**src/rtl/dpi_pkg.sv**
```systemverilog
package dpi_pkg;
  typedef enum logic [1:0] {
    MODE_OFF    = 2'd0,
    MODE_MATCH  = 2'd1,
    MODE_EVENT  = 2'd2,
    MODE_STROBE = 2'd3
  } trig_mode_e;

  localparam int ADDR_W = 3;
  localparam logic [ADDR_W-1:0] ADR_CTRL = 3'd0;
  localparam logic [ADDR_W-1:0] ADR_MASK = 3'd1;
  localparam logic [ADDR_W-1:0] ADR_CMP  = 3'd2;
  localparam logic [ADDR_W-1:0] ADR_CAPT = 3'd3;
  localparam logic [ADDR_W-1:0] ADR_STAT = 3'd4;

  localparam int CTRL_IE_BIT = 2;
endpackage

```
**src/rtl/dpi_trigger.sv**
```systemverilog
module dpi_trigger
  import dpi_pkg::*;
#(
  parameter int W = 32
) (
  input  logic         clk_i,
  input  logic         rst_ni,
  input  trig_mode_e   mode_i,
  input  logic [W-1:0] mask_i,
  input  logic [W-1:0] cmp_i,
  input  logic [W-1:0] pins_i,
  input  logic         strobe_i,
  output logic         fire_o
);
  logic [W-1:0] prev_q;
  logic         prev_stb_q;
  logic         hist_ok_q;
  logic         cond_q;
  logic [W-1:0] bit_eq;
  logic [W-1:0] bit_chg;
  logic         cond;

  // per-bit masked compare and masked change
  for (genvar i = 0; i < W; i++) begin : g_bit
    assign bit_eq[i]  = ~mask_i[i] | (pins_i[i] ~^ cmp_i[i]);
    assign bit_chg[i] = mask_i[i] & (pins_i[i] ^ prev_q[i]);
  end

  assign cond = &bit_eq;

  always_comb begin
    unique case (mode_i)
      MODE_MATCH:  fire_o = cond & ~cond_q;
      MODE_EVENT:  fire_o = hist_ok_q & (|bit_chg);
      MODE_STROBE: fire_o = hist_ok_q & strobe_i & ~prev_stb_q;
      default:     fire_o = 1'b0;
    endcase
  end

  always_ff @(posedge clk_i or negedge rst_ni) begin
    if (!rst_ni) begin
      prev_q     <= '0;
      prev_stb_q <= 1'b0;
      hist_ok_q  <= 1'b0;
      cond_q     <= 1'b0;
    end else begin
      prev_q     <= pins_i;
      prev_stb_q <= strobe_i;
      hist_ok_q  <= (mode_i != MODE_OFF);
      cond_q     <= (mode_i != MODE_OFF) & cond;
    end
  end
endmodule

```
**src/rtl/dpi_regs.sv**
```systemverilog
module dpi_regs
  import dpi_pkg::*;
#(
  parameter int W = 32
) (
  input  logic              clk_i,
  input  logic              rst_ni,
  input  logic              bus_we_i,
  input  logic [ADDR_W-1:0] bus_addr_i,
  input  logic [W-1:0]      bus_wdata_i,
  output logic [W-1:0]      bus_rdata_o,
  input  logic              fire_i,
  input  logic [W-1:0]      pins_i,
  output trig_mode_e        mode_o,
  output logic              ie_o,
  output logic [W-1:0]      mask_o,
  output logic [W-1:0]      cmp_o,
  output logic [W-1:0]      capt_o,
  output logic              stat_o
);
  logic wr_ctrl, wr_mask, wr_cmp, wr_capt, wr_stat;

  assign wr_ctrl = bus_we_i && (bus_addr_i == ADR_CTRL);
  assign wr_mask = bus_we_i && (bus_addr_i == ADR_MASK);
  assign wr_cmp  = bus_we_i && (bus_addr_i == ADR_CMP);
  assign wr_capt = bus_we_i && (bus_addr_i == ADR_CAPT);
  assign wr_stat = bus_we_i && (bus_addr_i == ADR_STAT);

  always_ff @(posedge clk_i or negedge rst_ni) begin
    if (!rst_ni) begin
      mode_o <= MODE_OFF;
      ie_o   <= 1'b0;
      mask_o <= '0;
      cmp_o  <= '0;
      capt_o <= '0;
      stat_o <= 1'b0;
    end else begin
      if (wr_ctrl) begin
        mode_o <= trig_mode_e'(bus_wdata_i[1:0]);
        ie_o   <= bus_wdata_i[CTRL_IE_BIT];
      end
      if (wr_mask) mask_o <= bus_wdata_i;
      if (wr_cmp)  cmp_o  <= bus_wdata_i;
      // trigger snapshot wins; host write only while disabled
      if (fire_i) capt_o <= pins_i;
      else if (wr_capt && mode_o == MODE_OFF) capt_o <= bus_wdata_i;
      // set beats clear
      if (fire_i) stat_o <= 1'b1;
      else if (wr_stat && bus_wdata_i[0]) stat_o <= 1'b0;
    end
  end

  always_comb begin
    bus_rdata_o = '0;
    unique case (bus_addr_i)
      ADR_CTRL: begin
        bus_rdata_o[1:0]         = mode_o;
        bus_rdata_o[CTRL_IE_BIT] = ie_o;
      end
      ADR_MASK: bus_rdata_o    = mask_o;
      ADR_CMP:  bus_rdata_o    = cmp_o;
      ADR_CAPT: bus_rdata_o    = capt_o;
      ADR_STAT: bus_rdata_o[0] = stat_o;
      default:  bus_rdata_o    = '0;
    endcase
  end
endmodule

```
**src/rtl/dig_pattern_irq.sv**
```systemverilog
module dig_pattern_irq
  import dpi_pkg::*;
#(
  parameter int W = 32
) (
  input  logic              clk_i,
  input  logic              rst_ni,
  input  logic              bus_we_i,
  input  logic [ADDR_W-1:0] bus_addr_i,
  input  logic [W-1:0]      bus_wdata_i,
  output logic [W-1:0]      bus_rdata_o,
  input  logic [W-1:0]      pins_i,
  input  logic              strobe_i,
  output logic              irq_o
);
  trig_mode_e   mode_w;
  logic         ie_w;
  logic [W-1:0] mask_w;
  logic [W-1:0] cmp_w;
  logic [W-1:0] capt_w;
  logic         stat_w;
  logic         fire_w;

  dpi_trigger #(.W(W)) u_trig (
    .clk_i    (clk_i),
    .rst_ni   (rst_ni),
    .mode_i   (mode_w),
    .mask_i   (mask_w),
    .cmp_i    (cmp_w),
    .pins_i   (pins_i),
    .strobe_i (strobe_i),
    .fire_o   (fire_w)
  );

  dpi_regs #(.W(W)) u_regs (
    .clk_i       (clk_i),
    .rst_ni      (rst_ni),
    .bus_we_i    (bus_we_i),
    .bus_addr_i  (bus_addr_i),
    .bus_wdata_i (bus_wdata_i),
    .bus_rdata_o (bus_rdata_o),
    .fire_i      (fire_w),
    .pins_i      (pins_i),
    .mode_o      (mode_w),
    .ie_o        (ie_w),
    .mask_o      (mask_w),
    .cmp_o       (cmp_w),
    .capt_o      (capt_w),
    .stat_o      (stat_w)
  );

  assign irq_o = stat_w & ie_w;
endmodule

```
**config.mk**
```make
export PLATFORM = sky130hd
export DESIGN_NAME = dig_pattern_irq
export DESIGN_NICKNAME = d
export VERILOG_FILES = /design/src/rtl/dpi_pkg.sv /design/src/rtl/dpi_trigger.sv /design/src/rtl/dpi_regs.sv /design/src/rtl/dig_pattern_irq.sv
export SDC_FILE = /design/constraint.sdc
export NUM_CORES = 1
export LEC_CHECK = 0
export ABC_AREA = 1
export BUFFER_PORTS_ARGS = -buffer_cell sky130_fd_sc_hd__buf_4
export CAP_MARGIN = 10
export CORE_ASPECT_RATIO = 1.4
export CORE_MARGIN = 10
export CORE_UTILIZATION = 43
export CTS_BUF_LIST = sky130_fd_sc_hd__clkbuf_16
export CTS_CLUSTER_DIAMETER = 120
export DETAILED_ROUTE_END_ITERATION = 7
export MAX_ROUTING_LAYER = met4
export PLACE_DENSITY_LB_ADDON = 0.12
export SETUP_SLACK_MARGIN = 0.2
export SLEW_MARGIN = 20
export SYNTH_ARGS = -nofsm -noshare
export SYNTH_HDL_FRONTEND = slang
export SYNTH_HIERARCHICAL = 1
export SYNTH_SLANG_ARGS = --single-unit
```
**constraint.sdc**
```tcl
create_clock -name clk_i -period 6.6 [get_ports clk_i]
set_clock_uncertainty 0.2 [all_clocks]
set_input_delay 1.32 -clock clk_i [delete_from_list [all_inputs] [get_ports clk_i]]
set_output_delay 1.32 -clock clk_i [all_outputs]
set_load 0.02 [all_outputs]
```
== Yosys cells after proc, flatten, opt, wreduce, memory -nomap -nowiden ==
Index checks and enable logic that the tools add are counted.
Word-level totals
  bits in registers: 135
  input port bits: 71
  output and inout bits: 33
  word-level logic and storage cells: 207
Operators by class
  bitwise gates (word level): 168
  muxes and demuxes: 8
  eq/ne operators: 7
  reductions and logical operators: 14
Operator list (number)
  case mux 29 bit (3 select lines): 1
  2-to-1 mux 32 bit: 2
  AND 1 bit: 38
  NOT 1 bit: 34
  bitwise OR 1 bit: 32
  AND reduction 32 bit: 1
  OR reduction 32 bit: 1
  bitwise XNOR 1 bit: 32
  XOR 1 bit: 32
  case mux 2 bit (4 select lines): 1
  logical AND 1 bit: 7
  == test 3 x 2 -> 1 bit (second input constant): 2
  nonzero test 2 bit: 3
  case mux 1 bit (5 select lines): 1
  == test 2 bit (second input constant): 2
  == test 3 x 1 -> 1 bit (second input constant): 1
  == test 3 bit (second input constant): 1
  zero test 3 bit: 1
  case mux 1 bit (3 select lines): 1
  == test 2 x 1 -> 1 bit (second input constant): 1
  zero test 2 bit: 1
  2-to-1 mux 1 bit: 2

== Depth between registers and ports, before layout ==
Gate-level depths: netlist (run 1).
  depth in word-level cells: 6
  depth in mapped cells: 16
  depth with buffers taken out: 15

== By module ==
Netlist (run 1), hierarchy kept.
Modules (own cells, without submodules)
  dpi_regs: cells each 637, area each 4823.4 sq um, instances 1, seq. area each 2502.4 sq um
  dpi_trigger: cells each 372, area each 2284.7 sq um, instances 1, seq. area each 875.8 sq um
  dig_pattern_irq: cells each 2, area each 7.5 sq um, instances 1, seq. area each 0.0 sq um

== Worst setup path after synthesis (run 1) ==
No wires, ideal clock.
  path kind: input-to-output
  start point: input port bus_addr_i[2]
  end point: output port bus_rdata_o[11]
  required time: 5.080 ns
  slack: 2.989 ns
  path buffers: 2
  arrival: 2.091 ns
  stages: 7
  cells stage by stage: inv_2 > nand2_2 > nor2_2 > buf_4 > buf_6 > nand2_1 > nand3_1
On the way
  cells in the longest elaborated chain, start to end: 2
  elaborated cells between the ends (all ways): 4
  those cells by class: eq/ne: 3; mux: 1
RTL lines
  start, declared: RTL line dig_pattern_irq.sv:9  | input logic [ADDR_W-1:0] bus_addr_i,
  == test 3 x 2 -> 1 bit / == test 3 x 1 -> 1 bit (equally long branches): RTL line dpi_regs.sv:55  | unique case (bus_addr_i)
  case mux 29 bit (3 select lines) *: RTL line dpi_regs.sv:55
  end, declared: RTL line dig_pattern_irq.sv:11  | output logic [W-1:0] bus_rdata_o,
Mark *: on every way between the ends. The rest lies on a longest branch, timed or not.

== Final worst setup path (run 1) ==
  start point: input port bus_addr_i[2]
  end point: output port bus_rdata_o[2]
On the way
  cells in the longest elaborated chain, start to end: 2
  elaborated cells between the ends (all ways): 5
  those cells by class: eq/ne: 3; mux: 1; reduce/logical: 1
RTL lines (RTL line)
  == test 3 x 2 -> 1 bit (tied with other cells): dpi_regs.sv:55
  case mux 2 bit (4 select lines) *: dpi_regs.sv:55
Marks and branches as above.

==> flow_metrics.py, run 1 <==
metrics = {
    "status": {
        "status": "finished, final reports clean",
    },
    "finish": {
        "num_antenna_cells": 0,
        "final_cell_mix": "417 x nand2_1, 135 x dfrtp_1, 126 x nand3_1",
        "regArea_sq_mm": 0.00338,
        "layout.cells.non_filler": 1311,
        "multi_input_area_sq_mm": 0.00309,
        "num-fill-cells": 1633,
        "finalNetCount": 1171,
        "fin_area_sq_mm": 0.00856,
        "drive_gt1_share_pct": 13.5,
        "syn_to_final_growth_pct": 20.2,
        "layout_commonest_cell": "nand2_1",
    },
    "worst_setup_path": {
        "cpPeakStageDelay_ps": 720,
        "criticalPathCategory": "in -> out",
        "cp-start-kind": "input pin",
        "required_ps": 5080,
        "cp_cell_sequence": "buf_4 > inv_2 > nand2_2 > nor2_4 > nand2_1 > nand2_1 > inv_1 > nand2_1 > buf_4",
        "r2r_cells": 13,
        "cpMostUsedCell": "nand2_1",
        "crit_path_end_kind": "primary output",
        "rr_startpoint": "u_regs/cmp_o[28]$_DFFE_PN0P_",
        "rrSetupSlack_ps": 3410,
        "r2r-end": "u_regs/capt_o[1]$_DFFE_PN0P_",
        "worstSetupStartpoint": "bus_addr_i[2]",
        "cp.arrival_ps": 2750,
        "critPathMaxFanout": 32,
        "crit_path_top_delay_cell": "nor2_4",
    },
    "cts": {
        "post_cts_buffers": 0,
        "clk_latency_ps": 410,
        "cts_resized": 0,
        "cts_inserted_buffers": 17,
        "clk_path_buf_depth": 2,
        "cts_tree": "done",
        "htree_num_levels": 4,
        "clockRootBuffer": "clkbuf_16",
        "cts.clk_slew.worst_paths_ps": 60,
        "postCtsHoldBufs": 0,
        "cts_sinks": 135,
    },
    "yosys": {
        "async_reset_ff_share_pct": 100,
        "synth_ff_type": "dfrtp_1",
        "ys_warn_count": 6,
        "syn_area_per_cell_sq_um": 7.04,
        "syn_nets": 1082,
        "synth_cells": 1011,
        "synth-seq-cells": 135,
        "ys_seq_area_share_pct": 47.5,
        "synth.distinct_cells": 25,
        "synthesis.area_sq_mm": 0.00712,
        "synth_edf_count": 0,
    },
    "worst_hold_path": {
        "min_path_type": "reg -> reg",
        "hold_path_end": "u_regs/capt_o[30]$_DFFE_PN0P_",
        "holdPathStages": 2,
        "hold_start": "u_regs/capt_o[30]$_DFFE_PN0P_",
    },
    "drt": {
        "ant_nets": 0,
        "drt_pass1_iterations": 5,
        "drtIter0Drc": 437,
        "drc_errors": 0,
        "wl_per_cell_um": 16.1,
        "vias": 6489,
        "routed_wl_mm": 21.1,
        "viasPerCell": 4.95,
    },
    "die": {
        "rows": 55,
        "start_util_pct": 43.8,
        "die_area_sq_mm": 0.0222,
        "core-area_sq_mm": 0.0162,
        "die_y_um": 172,
        "io_pins": 104,
        "die_w_um": 129,
    },
    "pwr": {
        "power_leakage_nw": 4.60,
        "p_total_w": 0.00270,
        "ir_drop_uv": 149,
        "p_per_area_mw_per_mm2": 315,
    },
    "grt": {
        "antenna_found_initial": 0,
        "grt_max_degree": 77,
        "grt_first_pass_wirelength_mm": 33.5,
        "grt_pass1_vias": 6271,
        "grt-ovfl-total": 0,
        "grt_use_total_pct": 20.0,
    },
    "sta": {
        "post-route-period-util_pct": 64.7,
        "report.final.setup_viol": 0,
        "fmax_mhz": 234,
        "setup_tns_ps": 0,
        "slew_violations": 0,
        "fin_hold_ws_ps": 306,
        "worstMarginPinSlew_ps": 939,
        "hold_viol_final": 0,
        "rsz0062_at_grt": "no",
        "max_slew_margin_pct": 37.2,
        "period_minus_slack_ps": 4270,
    },
    "placement": {
        "place_congestion": 0.842,
        "dp_hpwl_mm": 14.5,
        "io_buffer_count": 103,
        "placed_area_sq_mm": 0.00798,
        "place_inst": 1280,
    },
    "flow_run": {
        "max_cap_viol_count": 0,
    },
}
synthesized netlist by cell type, types with 2 or more instances:
library cell,instances,area (sq um)
buf_6,4,45.0
nand2_1,417,1570
nand3_1,127,636
nor2_2,2,12.5
buf_2,20,100
nand3_2,2,20.0
nand2_2,3,18.8
or2_1,18,113
nand2_4,2,22.5
nor2_1,38,143
inv_2,3,11.3
clkbuf_1,11,41.3
inv_1,119,447
dfrtp_1,135,3380
o21ai_1,34,170
o21ai_0,67,335
state kept, by name, indices dropped and copies added, names as in the netlist:
name and count:
u_regs/mode_o 2, u_regs/ie_o 1, u_regs/cmp_o 32, u_trig/cond_q 1, u_trig/prev_q 32, u_regs/mask_o 32
u_regs/capt_o 32, u_trig/prev_stb_q 1, u_trig/hist_ok_q 1, u_regs/stat_o 1
layer usage:
metal  routed length (um)  global-route usage [%]
met3                  904                    3.58
met1                 9050                    23.4
met4                  366                    6.54
met5                    0                       -
met2                10800                    34.2
final cells by class:
cell class	instances	area share [%]
sequential	135	39.5
multi-input combinational	716	36.1
timing repair buffer	107	9.43
inverter	123	5.40
clock buffer	17	4.97
tap	199	2.91
clock inverter	14	1.73
worst max path at each step:
stage,depth (start not counted),slack [ps],to
2_1_floorplan,7,2990,bus_rdata_o[11]
5_1_grt,9,2170,bus_rdata_o[1]
4_1_cts,9,2290,bus_rdata_o[2]
3_3_place_gp,9,2320,bus_rdata_o[2]
3_5_place_dp,9,2290,bus_rdata_o[2]
6_report,9,2330,bus_rdata_o[2]
kinds of logic (layout without fill, tap and decap cells):
logic type	after synthesis	after routing	synth area share, %
buffers and inverters	160	261	9.28
DFF	135	135	47.5
and+or+nand+nor	614	614	36.0
AOI/OAI and AO/OA	102	102	7.19
per-stage QoR:
stage	util [%]	setup WS (ps)
3_5_place_dp	49.2	2290
2_1_floorplan	-	2990
6_report	52.7	2330
4_1_cts	52.7	2290
3_3_place_gp	49.2	2320
5_1_grt	52.7	2170
critical path: cells and delay by family:
kind / cells / cell delay (ps)
and+or+nand+nor: 5 / 1060
buffers and inverters: 4 / 370
report_power, final:
part           internal, W  leakage [nW]  switching, W
combinational     0.000241          2.67      0.000370
clock             0.000556         0.272      0.000372
sequential         0.00101          1.66      0.000149
total              0.00181          4.60      0.000891
Note: power is estimated with default switching activity, not from simulation.
==> run 2, diff against run 1 <==
ABC_AREA = 0   (was 1)
clock period = 4.1 ns   (was 6.6 ns; I/O delays follow)
==> run 2 against run 1 <==
  * Critical endpoint is now bus_rdata_o[19]
  * Register-to-register slack lost 2000 ps
  * Worst hold slack lost 46 ps
  * Cell count shrank 34%
  * Clock power grew 54%
==> flow_metrics.py, run 2 <==
metrics = {
    "drt": {
        "drtIter0Drc": 431,
        "drc_errors": 0,
        "drt_pass1_iterations": 5,
        "ant_nets": 0,
        "routed_wl_mm": 21.5,
        "viasPerCell": 6.05,
        "wl_per_cell_um": 24.7,
        "vias": 5249,
    },
    "finish": {
        "num_antenna_cells": 0,
        "final_cell_mix": "135 x dfrtp_1, 112 x buf_4, 95 x mux2_2",
        "final_util_pct": 53.2,
        "layout_commonest_cell": "dfrtp_1",
        "finalNetCount": 731,
        "syn_to_final_growth_pct": 21.7,
        "drive_gt1_share_pct": 36.8,
    },
    "placement": {
        "dp_hpwl_mm": 14.4,
        "io_buffer_count": 103,
        "place_congestion": 0.860,
    },
    "pwr": {
        "ir_drop_uv": 271,
        "p_per_area_mw_per_mm2": 554,
        "p_total_w": 0.00460,
        "power_leakage_nw": 3.58,
    },
    "worst_setup_path": {
        "rrSetupSlack_ps": 1460,
        "cpMostUsedCell": "buf_4",
        "rr_startpoint": "u_regs/cmp_o[12]$_DFFE_PN0P_",
        "crit_path_end_kind": "primary output",
        "required_ps": 3080,
        "cp.arrival_ps": 2380,
        "cp-start-kind": "input pin",
        "crit_path_top_delay_cell": "buf_4",
        "r2r-end": "u_regs/capt_o[21]$_DFFE_PN0P_",
        "criticalPathCategory": "in -> out",
        "cpPeakStageDelay_ps": 390,
        "r2r_cells": 9,
        "cp_cell_sequence": "buf_4 > nor2b_2 > buf_4 > a22oi_1 > nor2_1 > buf_4",
        "critPathMaxFanout": 30,
    },
    "cts": {
        "cts_resized": 0,
        "cts.clk_slew.worst_paths_ps": 60,
        "cts_tree": "done",
        "post_cts_buffers": 0,
        "clk_latency_ps": 420,
        "postCtsHoldBufs": 0,
        "cts_sinks": 135,
        "cts_inserted_buffers": 17,
        "htree_num_levels": 4,
        "clk_path_buf_depth": 2,
        "clockRootBuffer": "clkbuf_16",
    },
    "die": {
        "die_y_um": 169,
        "rows": 54,
        "core-area_sq_mm": 0.0156,
        "die_area_sq_mm": 0.0214,
        "io_pins": 104,
        "start_util_pct": 43.7,
        "die_w_um": 126,
    },
    "grt": {
        "grt-ovfl-total": 0,
        "grt_max_degree": 85,
        "grt_first_pass_wirelength_mm": 33.1,
        "grt_pass1_vias": 5608,
        "antenna_found_initial": 0,
        "grt_use_total_pct": 20.5,
    },
    "sta": {
        "max_slew_margin_pct": 43.7,
        "slew_violations": 0,
        "rsz0062_at_grt": "no",
        "period_minus_slack_ps": 3400,
        "post-route-period-util_pct": 83.0,
        "setup_tns_ps": 0,
        "worstMarginPinSlew_ps": 844,
        "report.final.setup_viol": 0,
        "hold_viol_final": 0,
        "fmax_mhz": 294,
    },
    "yosys": {
        "syn_nets": 637,
        "yosys.area.top_type_share_pct": 49.5,
        "synthesis.area_sq_mm": 0.00682,
        "ys_top_cells_by_area": "dfrtp_1 50%, mux2_2 16%, xor2_1 8.2%, a22oi_1 6.7%, a2bb2oi_1 4.0%",
        "synth_ff_type": "dfrtp_1",
        "syn_area_per_cell_sq_um": 12.0,
        "ys_seq_area_share_pct": 49.5,
        "synth.top_cells.by_count": "135 x dfrtp_1, 95 x mux2_2, 64 x xor2_1",
        "synth_top_cell_by_area": "dfrtp_1",
        "yosysMostFrequentCell": "dfrtp_1",
        "synth.distinct_cells": 37,
        "async_reset_ff_share_pct": 100,
        "synth-seq-cells": 135,
        "ys_warn_count": 6,
        "synth_cells": 566,
        "synth_edf_count": 0,
    },
    "status": {
        "status": "finished, final reports clean",
    },
    "worst_hold_path": {
        "min_path_type": "in -> async",
    },
    "flow_run": {
        "max_cap_viol_count": 0,
    },
}
run 2: changes by cell type after synthesis, sizes merged, moves of 25 or more:
cell	previous run	this run
mux2	0	96
xor2	0	64
a2bb2oi	0	31
a31oi	1	26
nand2	422	5
nand3	129	2
inv	122	0
a22oi	0	61
o21ai	101	34
run 2: worst max path at each step:
stage / cells past startpoint / slack [ps] / to / start
2_1_floorplan: 6 / 1120 / bus_rdata_o[21] / bus_addr_i[0]
3_3_place_gp: 6 / 750 / bus_rdata_o[8] / bus_addr_i[0]
3_5_place_dp: 6 / 720 / bus_rdata_o[4] / bus_addr_i[0]
4_1_cts: 6 / 710 / bus_rdata_o[11] / bus_addr_i[0]
5_1_grt: 6 / 610 / bus_rdata_o[4] / bus_addr_i[0]
6_report: 6 / 700 / bus_rdata_o[19] / bus_addr_i[0]
run 2: cell type report:
cell class / instances / area (sq um)
Clock buffer: 17 / 425
Clock inverter: 14 / 118
Fill cell: 1373 / 7310
Inverter: 1 / 3.75
Multi-Input combinational cell: 389 / 3220
Sequential cell: 135 / 3380
Tap cell: 196 / 245
Timing Repair Buffer: 116 / 912
run 2: cells by family after synthesis:
kind of cell    count (synthesis)  synth area share (%)
mux                           100                  16.8
compound gates                161                  16.7
flops                         135                  49.5
buf+inv                        42                  3.30
xor+xnor                       64                  8.22
simple gates                   64                  5.43
run 2: stage by stage:
stage	worst slack [ps]	area [sq um]	hold slack, ps	std cells
global placement	748	7760	323	837
finish	696	8300	260	868
global route	610	8300	326	868
floorplan	1120	6820	277	566
CTS	710	8300	299	868
detailed placement	721	7760	323	837
run 2: critical path, delay by kind of cell:
kind / cells / cell delay [ps]
buffers and inverters: 3 / 930
and+or+nand+nor: 2 / 380
AOI/OAI and AO/OA: 1 / 220
run 2: metal layers:
metal  global-route usage [%]  vias up  share of wire [%]
li1                         -     2311                  -
met1                     24.1     2725                 41
met2                     33.3      177                 52
met3                     3.72       36                4.5
met4                     9.33        0                2.7
met5                        -        -                  0
run 2: power breakdown:
group | switching, W | internal (W) | total (W) | leakage, nW
clock | 0.000554 | 0.000872 | 0.00143 | 0.277
sequential | 0.000265 | 0.00166 | 0.00192 | 1.58
combinational | 0.000622 | 0.000628 | 0.00125 | 1.72
total | 0.00144 | 0.00316 | 0.00460 | 3.58
==> run 3, diff against run 2 <==
clock period = 2.8 ns   (was 4.1 ns; I/O delays follow)
==> run 3 against run 2 <==
  * Flip-flop and latch count did not move
  * Core utilization increased by 1.4 points
  * Register-to-register slack worse by 1200 ps
  * Cell count increased by 2.1%
  * Die area unchanged
  * Combinational power rose by 51%
  * Critical endpoint unchanged
==> flow_metrics.py, run 3 (same netlist as run 2, synthesis figures left out) <==
metrics = {
    "cts": {
        "cts_sinks": 135,
        "cts.clk_slew.worst_paths_ps": 60,
        "clockRootBuffer": "clkbuf_16",
        "clk_latency_ps": 420,
        "cts_inserted_buffers": 17,
        "htree_num_levels": 4,
        "clk_path_buf_depth": 2,
        "cts_tree": "done",
    },
    "worst_setup_path": {
        "cp_top_family": "buffers and inverters",
        "cp_cell_sequence": "buf_4 > nor2b_2 > buf_4 > a22oi_1 > nor2_1 > buf_4",
        "r2r-end": "u_regs/capt_o[21]$_DFFE_PN0P_",
        "criticalPathCategory": "in -> out",
        "r2r_cells": 9,
        "rr_startpoint": "u_trig/prev_q[13]$_DFF_PN0_",
        "cpPeakStageDelay_ps": 330,
        "rrSetupSlack_ps": 300,
        "cp.arrival_ps": 1780,
        "crit_path_top_delay_cell": "a22oi_1",
        "required_ps": 2040,
        "cpMostUsedCell": "buf_4",
        "cp-start-kind": "input pin",
        "critPathMaxFanout": 24,
        "cp.buffers_inverters": 3,
        "crit_path_end_kind": "primary output",
    },
    "drt": {
        "wl_per_cell_um": 24.9,
        "viasPerCell": 6.06,
        "vias": 5365,
        "drtIter0Drc": 500,
        "ant_nets": 0,
        "drc_errors": 0,
        "routed_wl_mm": 22.1,
        "drt_pass1_iterations": 5,
    },
    "finish": {
        "num_antenna_cells": 0,
        "final_cell_mix": "135 x dfrtp_1, 124 x buf_4, 95 x mux2_2",
        "drive_gt1_share_pct": 38.1,
        "finalNetCount": 748,
        "layout_commonest_cell": "dfrtp_1",
        "num-fill-cells": 1357,
        "syn_to_final_growth_pct": 25.0,
    },
    "die": {
        "die_y_um": 169,
        "die_w_um": 126,
        "io_pins": 104,
        "die_area_sq_mm": 0.0214,
        "start_util_pct": 43.7,
        "core-area_sq_mm": 0.0156,
        "rows": 54,
    },
    "pwr": {
        "ir_drop_uv": 435,
        "p_per_area_mw_per_mm2": 821,
        "power_leakage_nw": 3.69,
    },
    "status": {
        "status": "finished, final reports clean",
    },
    "worst_hold_path": {
        "min_path_type": "in -> reg",
        "hold_start": "strobe_i",
        "hold_path_end": "u_trig/prev_stb_q$_DFF_PN0_",
        "holdPathStages": 1,
    },
    "sta": {
        "report.final.setup_viol": 0,
        "slew_violations": 0,
        "period_minus_slack_ps": 2540,
        "setup_ws_ps": 258,
        "hold_viol_final": 0,
        "post-route-period-util_pct": 90.8,
        "setup_tns_ps": 0,
        "rsz0062_at_grt": "no",
        "fin_hold_ws_ps": 69.7,
        "max_slew_margin_pct": 51.4,
        "fmax_mhz": 393,
        "worstMarginPinSlew_ps": 729,
    },
    "grt": {
        "grt_pass1_vias": 5868,
        "grt_first_pass_wirelength_mm": 34.5,
        "grt_use_total_pct": 21.3,
        "grt_max_degree": 72,
        "antenna_found_initial": 0,
        "grt-ovfl-total": 0,
    },
    "placement": {
        "dp_hpwl_mm": 15.0,
        "place_congestion": 0.856,
        "place_ws_ps": -30.0,
        "io_buffer_count": 103,
    },
    "flow_run": {
        "max_cap_viol_count": 0,
    },
}
## run 3: how the worst max path moves through the flow
stage / from / depth (start not counted) / end
floorplan: bus_addr_i[0] / 6 / bus_rdata_o[21]
global placement: pins_i[16] / 11 / u_regs/capt_o[2]$_DFFE_PN0P_
detailed placement: pins_i[16] / 11 / u_regs/capt_o[30]$_DFFE_PN0P_
CTS: bus_addr_i[0] / 6 / bus_rdata_o[17]
global route: bus_addr_i[0] / 6 / bus_rdata_o[17]
finish: bus_addr_i[1] / 6 / bus_rdata_o[19]
## run 3: final cells by class
| cell class | count | area [sq um] | area share, % |
|---|---|---|---|
| tap | 196 | 245 | 2.88 |
| timing repair buffer | 133 | 1080 | 12.7 |
| clock buffer | 17 | 425 | 4.99 |
| multi-input combinational | 389 | 3220 | 37.8 |
| sequential | 135 | 3380 | 39.6 |
| inverter | 1 | 3.75 | 0.0441 |
| clock inverter | 15 | 166 | 1.95 |
## run 3: stage by stage
step	instances	utilization, %	power [W]	area [sq um]
2_1_floorplan	566	-	0.00394	6820
3_3_place_gp	853	50.6	0.00465	7900
3_5_place_dp	853	50.6	0.00472	7900
4_1_cts	886	54.5	0.00702	8510
5_1_grt	886	54.6	0.00733	8520
6_report	886	54.6	0.00700	8520
## run 3: layer usage
layer,track usage (%),wire (um),up-vias,part of all wire [%]
li1,-,-,2349,-
met1,25.2,9110,2762,41
met2,34.9,11400,208,51
met3,4.35,1050,46,4.8
met4,8.29,561,0,2.5
met5,-,0,-,0
## run 3: power by group
group          internal [W]  switching, W
Combinational      0.000955      0.000939
Clock               0.00146      0.000830
Sequential          0.00243      0.000384
Total               0.00484       0.00215
## run 3: what timing repair did
action,4_1_cts,5_1_grt
hold buffers,1,0
endpoints found under the hold margin,4,0
resized for setup,1,3
buffers inserted,0,0
pin swaps,0,1
setup endpoints to repair,31,39
